<file path="src/rtl/sar_pkg.sv">
package sar_pkg;
  localparam int GRAN_LSB = 26;
  localparam int LIM_BITS = 20;
  localparam int ADDR_W   = GRAN_LSB + LIM_BITS;

  typedef enum logic [2:0] {
    CFG_RULE  = 3'd0,
    CFG_ILV   = 3'd1,
    CFG_ROUTE = 3'd2,
    CFG_LOTOP = 3'd3,
    CFG_HITOP = 3'd4
  } cfg_kind_e;

  typedef enum logic [2:0] {
    RC_OK       = 3'd0,
    RC_RANGE    = 3'd1,
    RC_NORULE   = 3'd2,
    RC_DBLHOP   = 3'd3,
    RC_BADNODE  = 3'd4,
    RC_BADSHIFT = 3'd5
  } rc_e;

  typedef struct packed {
    logic [1:0]          shift_code;
    logic                m3_en;
    logic [LIM_BITS-1:0] lim;
    logic [1:0]          m2_var;
    logic [1:0]          gran;
    logic                en;
  } rule_t;

  function automatic rule_t unpack_rule(input logic [31:0] w);
    rule_t r;
    r.en         = w[0];
    r.gran       = w[2:1];
    r.m2_var     = w[6:5];
    r.lim        = w[26:7];
    r.m3_en      = w[27];
    r.shift_code = w[31:30];
    return r;
  endfunction
endpackage

</file>
<file path="src/rtl/sar_cfg_store.sv">
module sar_cfg_store import sar_pkg::*; #(
  parameter int NUM_NODES = 2,
  parameter int NUM_RULES = 24,
  localparam int NODE_W = (NUM_NODES > 1) ? $clog2(NUM_NODES) : 1,
  localparam int IDX_W  = (NUM_RULES > 1) ? $clog2(NUM_RULES) : 1
) (
  input  logic              clk,
  input  logic              rst_n,
  input  logic              we,
  input  logic [2:0]        kind,
  input  logic [NODE_W-1:0] node,
  input  logic [IDX_W-1:0]  idx,
  input  logic [31:0]       wdata,
  input  logic [NODE_W-1:0] rd_node,
  input  logic [IDX_W-1:0]  rd_idx,
  output logic [31:0]       rule_word,
  output logic [31:0]       ilv_word,
  output logic [31:0]       route_word,
  output logic [ADDR_W-1:0] lo_top,
  output logic [ADDR_W-1:0] hi_top
);
  logic [31:0]         rule_q  [NUM_NODES][NUM_RULES];
  logic [31:0]         ilv_q   [NUM_NODES][NUM_RULES];
  logic [31:0]         route_q [NUM_NODES];
  logic [LIM_BITS-1:0] lo_q, hi_q;

  logic node_ok, idx_ok;
  assign node_ok = int'(node) < NUM_NODES;
  assign idx_ok  = int'(idx) < NUM_RULES;

  always_ff @(posedge clk) begin
    if (!rst_n) begin
      for (int n = 0; n < NUM_NODES; n++) begin
        route_q[n] <= '0;
        for (int i = 0; i < NUM_RULES; i++) begin
          rule_q[n][i] <= '0;
          ilv_q[n][i]  <= '0;
        end
      end
      lo_q <= '0;
      hi_q <= '0;
    end else if (we) begin
      case (cfg_kind_e'(kind))
        CFG_RULE:  if (node_ok && idx_ok) rule_q[node][idx] <= wdata;
        CFG_ILV:   if (node_ok && idx_ok) ilv_q[node][idx]  <= wdata;
        CFG_ROUTE: if (node_ok) route_q[node] <= wdata;
        CFG_LOTOP: lo_q <= wdata[LIM_BITS-1:0];
        CFG_HITOP: hi_q <= wdata[LIM_BITS-1:0];
        default: ;
      endcase
    end
  end

  assign rule_word  = rule_q[rd_node][rd_idx];
  assign ilv_word   = ilv_q[rd_node][rd_idx];
  assign route_word = route_q[rd_node];
  assign lo_top     = {lo_q, {GRAN_LSB{1'b0}}};
  assign hi_top     = {hi_q, {GRAN_LSB{1'b0}}};
endmodule

</file>
<file path="src/rtl/sar_chan_pick.sv">
module sar_chan_pick import sar_pkg::*; (
  input  logic [ADDR_W-1:0] addr,
  input  logic [31:0]       rule_word,
  input  logic [31:0]       ilv_word,
  input  logic [31:0]       route_word,
  output logic              remote,
  output logic [2:0]        remote_id,
  output logic              bad_shift,
  output logic [2:0]        mc,
  output logic [1:0]        chan
);
  rule_t             r;
  logic [2:0]        ilv_idx;
  logic [31:0]       ilv_sh;
  logic [3:0]        tgt;
  logic [ADDR_W-1:0] v, v_mod3;
  logic [1:0]        base;
  logic [2:0]        lchan;
  logic [5:0]        mc_sh, ch_sh;
  logic [31:0]       mc_w, ch_w;

  always_comb begin
    r = unpack_rule(rule_word);
    case (r.gran)
      2'd0:    ilv_idx = addr[8:6];
      2'd1:    ilv_idx = addr[10:8];
      2'd2:    ilv_idx = addr[14:12];
      default: ilv_idx = addr[32:30];
    endcase
    ilv_sh    = ilv_word >> {ilv_idx, 2'b00};
    tgt       = ilv_sh[3:0];
    remote    = !tgt[3];
    remote_id = tgt[2:0];

    case (r.shift_code)
      2'd0:    v = addr >> 6;
      2'd1:    v = addr >> 8;
      2'd2:    v = addr >> 12;
      default: v = addr >> 6;
    endcase
    bad_shift = r.m3_en && (r.shift_code == 2'd3);
    v_mod3    = v % ADDR_W'(3);

    case (r.m2_var)
      2'd0:    base = v_mod3[1:0];
      2'd1:    base = {1'b0, v[0]};
      2'd2:    base = v[0] ? 2'd2 : 2'd1;
      default: base = {v[0], 1'b0};
    endcase
    lchan = r.m3_en ? {base, tgt[0]} : tgt[2:0];

    mc_sh = 6'(lchan) * 6'd3;
    ch_sh = 6'd18 + {2'b00, lchan, 1'b0};
    mc_w  = route_word >> mc_sh;
    ch_w  = route_word >> ch_sh;
    mc    = mc_w[2:0];
    chan  = ch_w[1:0];
  end
endmodule

</file>
<file path="src/rtl/sys_addr_router.sv">
module sys_addr_router import sar_pkg::*; #(
  parameter int NUM_NODES = 2,
  parameter int NUM_RULES = 24,
  localparam int NODE_W = (NUM_NODES > 1) ? $clog2(NUM_NODES) : 1,
  localparam int IDX_W  = (NUM_RULES > 1) ? $clog2(NUM_RULES) : 1
) (
  input  logic              clk,
  input  logic              rst_n,
  input  logic              cfg_we,
  input  logic [2:0]        cfg_kind,
  input  logic [NODE_W-1:0] cfg_node,
  input  logic [IDX_W-1:0]  cfg_idx,
  input  logic [31:0]       cfg_wdata,
  input  logic              req_valid,
  output logic              req_ready,
  input  logic [ADDR_W-1:0] req_addr,
  output logic              rsp_valid,
  input  logic              rsp_ready,
  output logic              rsp_err,
  output logic [2:0]        rsp_code,
  output logic [2:0]        rsp_socket,
  output logic [2:0]        rsp_mc,
  output logic [1:0]        rsp_chan
);
  localparam logic [ADDR_W-1:0] FOUR_GIB = ADDR_W'(64'h1_0000_0000);
  localparam logic [IDX_W-1:0]  LAST_IDX = IDX_W'(NUM_RULES - 1);

  typedef enum logic [1:0] {ST_IDLE, ST_SCAN, ST_PICK, ST_DONE} st_e;

  st_e               st_q;
  logic [ADDR_W-1:0] addr_q;
  logic [NODE_W-1:0] node_q;
  logic              hop_q;
  logic [IDX_W-1:0]  idx_q;
  logic [ADDR_W:0]   lower_q;
  rc_e               code_q;
  logic [2:0]        sock_q, mc_q;
  logic [1:0]        chan_q;

  logic [31:0]       rule_word, ilv_word, route_word;
  logic [ADDR_W-1:0] lo_top_addr, hi_top_addr;

  sar_cfg_store #(.NUM_NODES(NUM_NODES), .NUM_RULES(NUM_RULES)) u_store (
    .clk(clk), .rst_n(rst_n),
    .we(cfg_we), .kind(cfg_kind), .node(cfg_node), .idx(cfg_idx), .wdata(cfg_wdata),
    .rd_node(node_q), .rd_idx(idx_q),
    .rule_word(rule_word), .ilv_word(ilv_word), .route_word(route_word),
    .lo_top(lo_top_addr), .hi_top(hi_top_addr)
  );

  logic       remote, bad_shift;
  logic [2:0] remote_id, pick_mc;
  logic [1:0] pick_chan;

  sar_chan_pick u_pick (
    .addr(addr_q), .rule_word(rule_word), .ilv_word(ilv_word), .route_word(route_word),
    .remote(remote), .remote_id(remote_id), .bad_shift(bad_shift),
    .mc(pick_mc), .chan(pick_chan)
  );

  rule_t           cur_rule;
  logic [ADDR_W:0] cur_limit;
  logic            rule_hit, out_of_range, take_req;

  always_comb begin
    cur_rule     = unpack_rule(rule_word);
    cur_limit    = {1'b0, cur_rule.lim, {GRAN_LSB{1'b1}}};
    rule_hit     = cur_rule.en && ({1'b0, addr_q} >= lower_q) && ({1'b0, addr_q} <= cur_limit);
    out_of_range = (req_addr >= hi_top_addr) ||
                   ((req_addr >= lo_top_addr) && (req_addr < FOUR_GIB));
    take_req     = req_valid && (st_q == ST_IDLE);
  end

  always_ff @(posedge clk) begin
    if (!rst_n) begin
      st_q    <= ST_IDLE;
      addr_q  <= '0;
      node_q  <= '0;
      hop_q   <= 1'b0;
      idx_q   <= '0;
      lower_q <= '0;
      code_q  <= RC_OK;
      sock_q  <= '0;
      mc_q    <= '0;
      chan_q  <= '0;
    end else begin
      case (st_q)
        ST_IDLE: if (take_req) begin
          addr_q  <= req_addr;
          node_q  <= '0;
          hop_q   <= 1'b0;
          idx_q   <= '0;
          lower_q <= '0;
          sock_q  <= '0;
          mc_q    <= '0;
          chan_q  <= '0;
          code_q  <= out_of_range ? RC_RANGE : RC_OK;
          st_q    <= out_of_range ? ST_DONE : ST_SCAN;
        end
        ST_SCAN: begin
          if (rule_hit) begin
            st_q <= ST_PICK;
          end else if (idx_q == LAST_IDX) begin
            code_q <= RC_NORULE;
            st_q   <= ST_DONE;
          end else begin
            idx_q   <= idx_q + 1'b1;
            lower_q <= cur_limit + 1'b1;
          end
        end
        ST_PICK: begin
          if (remote) begin
            if (hop_q) begin
              code_q <= RC_DBLHOP;
              st_q   <= ST_DONE;
            end else if (int'(remote_id) >= NUM_NODES) begin
              code_q <= RC_BADNODE;
              st_q   <= ST_DONE;
            end else begin
              node_q  <= NODE_W'(remote_id);
              hop_q   <= 1'b1;
              idx_q   <= '0;
              lower_q <= '0;
              st_q    <= ST_SCAN;
            end
          end else if (bad_shift) begin
            code_q <= RC_BADSHIFT;
            st_q   <= ST_DONE;
          end else begin
            sock_q <= 3'(node_q);
            mc_q   <= pick_mc;
            chan_q <= pick_chan;
            st_q   <= ST_DONE;
          end
        end
        default: if (rsp_ready) st_q <= ST_IDLE;
      endcase
    end
  end

  assign req_ready  = (st_q == ST_IDLE);
  assign rsp_valid  = (st_q == ST_DONE);
  assign rsp_code   = code_q;
  assign rsp_err    = (code_q != RC_OK);
  assign rsp_socket = sock_q;
  assign rsp_mc     = mc_q;
  assign rsp_chan   = chan_q;
endmodule

</file>
<file path="config.mk">
export PLATFORM = sky130hd
export DESIGN_NAME = sys_addr_router
export DESIGN_NICKNAME = d
export VERILOG_FILES = /design/src/rtl/sar_pkg.sv /design/src/rtl/sar_cfg_store.sv /design/src/rtl/sar_chan_pick.sv /design/src/rtl/sys_addr_router.sv
export SDC_FILE = /design/constraint.sdc
export NUM_CORES = 2
export LEC_CHECK = 0
export CAP_MARGIN = 20
export CELL_PAD_IN_SITES_DETAIL_PLACEMENT = 1
export CELL_PAD_IN_SITES_GLOBAL_PLACEMENT = 1
export CORE_AREA = 2 2 577 435
export CTS_CLUSTER_DIAMETER = 100
export DETAILED_ROUTE_END_ITERATION = 6
export DIE_AREA = 0 0 579 437
export DONT_BUFFER_PORTS = 1
export PLACE_DENSITY_LB_ADDON = 0.15
export SYNTH_ARGS = -nofsm -noshare
export SYNTH_HDL_FRONTEND = slang
export SYNTH_SLANG_ARGS = --single-unit
</file>
<file path="constraint.sdc">
create_clock -name clk -period 20.6 [get_ports clk]
set_input_delay 3.09 -clock clk [delete_from_list [all_inputs] [get_ports clk]]
set_output_delay 3.09 -clock clk [all_outputs]
set_load 0.02 [all_outputs]
</file>
==> qor.yml <==
status: "complete, no violations"
final_nets: 8219
synth_most_common_cell: "edfxtp_1"
cts.path.max_buffers: 4
drtPass1Iterations: 5
dp_hpwl_microns: 254000
critical_path.slowest_cell: "dfxtp_4"
hp-start: "u_store.lo_q[8]"
cts_setup_buffers: 0
slowest_delay_ps: 860
skew_ps: 78.6
grt_pass1_wl_microns: 632000
required_ps: 21330
power_w: 0.0157
syn_inst: 8109
vias: 79927
yosys_register_bits: 3070
hold_buffers: 0
n_fill_cell: 21276
clock-root-buffer: "clkbuf_16"
gr-usage-met3_pct: 9.35
cts_resized: 0
critPathKind: "reg2reg"
period_share_pct: 80.0
post-route-drc-count: 0
die_w_microns: 579
core_area_sq_um: 247000
grt_max_degree: 179
met1_usage_pct: 51.3
layout_setup_ws_ps: 4120
syn2layout_area_growth_pct: 11.3
async_reset_ff_share_pct: 0
wl_microns: 448000
endpoint_kind: "register"
synth-main-ff-cell: "edfxtp_1"
peakVddDrop_uv: 83.6
pre_cts_slack_ps: 4210
synthDistinctLibCells: 113
r2r_end: "rsp_mc[1]"
worst_pin_slew_ps: 1220
maxCapViolCount: 0
initial_core_util_pct: 54.9
tritoncts: "done"
synth-seq-area-share_pct: 67.1
whs_endpoint: "u_store.lo_q[8]"
ios: 106
grt_pass1_vias: 82540
setup_tns_ps: 0
drive_gt1_share_pct: 22.2
startpoint_type: "register"
synth_area_leaders: "edfxtp_1 (65%), mux4_2 (15%), and2_1 (7.4%)"
multi_input_area_sq_um: 43200
fin_crit_ps: 16480
drtAntennaViolNets: 0
slew-limit-headroom_pct: 18.1
avgViaCountPerCell: 6.90
fmax_mhz: 60.7
path_max_fanout: 99
numPortBuffers: 0
synth_top_area_cell: "edfxtp_1"
grt.overflow.total: 0
reg2reg_slack_ps: 4120
rows: 158
p_leak_nw: 49.5
antenna_found_initial: 44
dieHeight_microns: 437
ys.warnings.count: 0
synth_area_sq_um: 136000
cts.sinks: 3070
setup_viol: 0
timing.rr.start: "idx_q[0]"
gp_congestion: 0.842
path_clk_slew_ps: 60
worstRegToRegCells: 49
syn_area_per_cell_sq_um: 16.7
cts-buffers-inserted: 309
dieArea_sq_um: 253000
final_hold_viol_count: 0
h-tree-depth: 5
seq_area_sq_um: 90900
cp_common_cell: "inv_1"
busiest_layer: "met2"
routedWlPerCell_microns: 38.7
yosys.area.top_type_share_pct: 65.2
first_iter_violations: 11380
whs_path_depth: 2
hp-class: "reg2reg"
synth_edf_count: 2944
rsz0062_at_grt: "no"
ys_top_cells_by_count: "edfxtp_1 (2944), and2_1 (1603), mux4_2 (917)"
clock_latency_ps: 900
powerDensity_nw_per_um2: 104
grt_use_total_pct: 35.7
crit_arrival_ps: 17200
maxSlewViolCount: 0
met2_usage_pct: 53.8
worst max-delay path, delay by kind of cell (launching register included):
kind / cells / cell delay (ps)
compound gates: 17 / 6120
simple gates: 17 / 3900
buf+inv: 6 / 1910
mux: 5 / 1820
fa+ha+maj: 3 / 1450
flops: 1 / 860
xor+xnor: 1 / 140
cells in the final DEF (no fill, tap or decap), types with 15 or more instances in the layout:
cell / n
a21oi_4: 46
o21ai_1: 21
nand4_1: 28
dfxtp_1: 122
a21oi_1: 78
buf_4: 221
o21ai_4: 48
nor2b_1: 26
o211ai_1: 32
o21a_1: 35
bufinv_16: 24
clkinv_1: 62
nand3_1: 61
nor3_1: 54
nand2b_1: 21
o21ai_0: 105
a21o_1: 25
a211oi_1: 15
xnor2_1: 25
nor2_2: 24
nor4_1: 21
nand2_1: 400
and2_1: 1593
nor2_4: 30
and3_1: 37
diode_2: 24
clkinv_2: 56
ha_1: 91
edfxtp_1: 2944
clkbuf_16: 319
a21boi_0: 114
a22oi_1: 32
clkbuf_1: 69
nor2_1: 105
mux2i_1: 82
inv_1: 100
mux4_2: 917
state kept, by name, summed over array words and instances, names as in the netlist, named ones only:
register         cells
rsp_code             3
rsp_socket           1
u_store.ilv_q     1536
lower_q             21
u_store.hi_q        20
hop_q                1
u_store.lo_q        20
rsp_mc               3
idx_q                5
rsp_chan             2
st_q                 2
addr_q              46
u_store.route_q     64
u_store.rule_q    1344
node_q               1
final cells by class:
type,count,share of cell area [%]
repair buffers,260,1.64
clock buffers,389,5.47
diodes,24,0.0398
clock inverters,162,0.954
multi-input cells,4291,28.6
well taps,3280,2.72
flip-flops and latches,3070,60.3
inverters,103,0.263
layer usage:
| layer | wire length (microns) | vias up |
|---|---|---|
| met2 | 204000 | 5274 |
| met4 | 14900 | 10 |
| li1 | - | 31079 |
| met5 | 62 | - |
| met1 | 173000 | 42784 |
| met3 | 56400 | 780 |
cells by family (layout without fill, tap and decap cells):
family	after synthesis	after routing	synth area share, %
AO/OA/AOI/OAI	677	677	3.43
AND/OR/NAND/NOR	2486	2486	10.4
multiplexers	1008	1008	15.9
adder cells (fa/ha/maj)	92	92	0.849
flip-flops	3070	3070	67.1
buffers and inverters	749	914	2.13
other	1	26	0.00277
XOR/XNOR	26	26	0.168
how the worst max path moves through the flow:
| stage | start | end | depth (start not counted) |
|---|---|---|---|
| after CTS | idx_q[0] | rsp_mc[2] | 47 |
| after global routing | idx_q[0] | rsp_mc[1] | 48 |
| final | idx_q[0] | rsp_mc[1] | 49 |
| after detailed placement | idx_q[0] | rsp_mc[2] | 47 |
| after global placement | idx_q[0] | rsp_mc[1] | 48 |
| after floorplan | register | rsp_mc[0] | 65 |
per-stage QoR:
step | hold WS (ps) | utilization [%] | std cells | instance area, sq um
after global placement | 452 | 56.9 | 10972 | 140000
after detailed placement | 458 | 57.0 | 10984 | 141000
after CTS | 466 | 60.9 | 11535 | 150000
after floorplan | 436 | - | 8110 | 136000
after global routing | 487 | 61.1 | 11559 | 151000
final | 468 | 61.1 | 11579 | 151000
report_power, final:
part | total, W | switching [W] | internal, W
Sequential | 0.00736 | 0.000167 | 0.00720
Combinational | 0.00274 | 0.00167 | 0.00107
Clock | 0.00559 | 0.00244 | 0.00315
Total | 0.0157 | 0.00428 | 0.0114
Note: power is estimated with default switching activity, not from simulation.
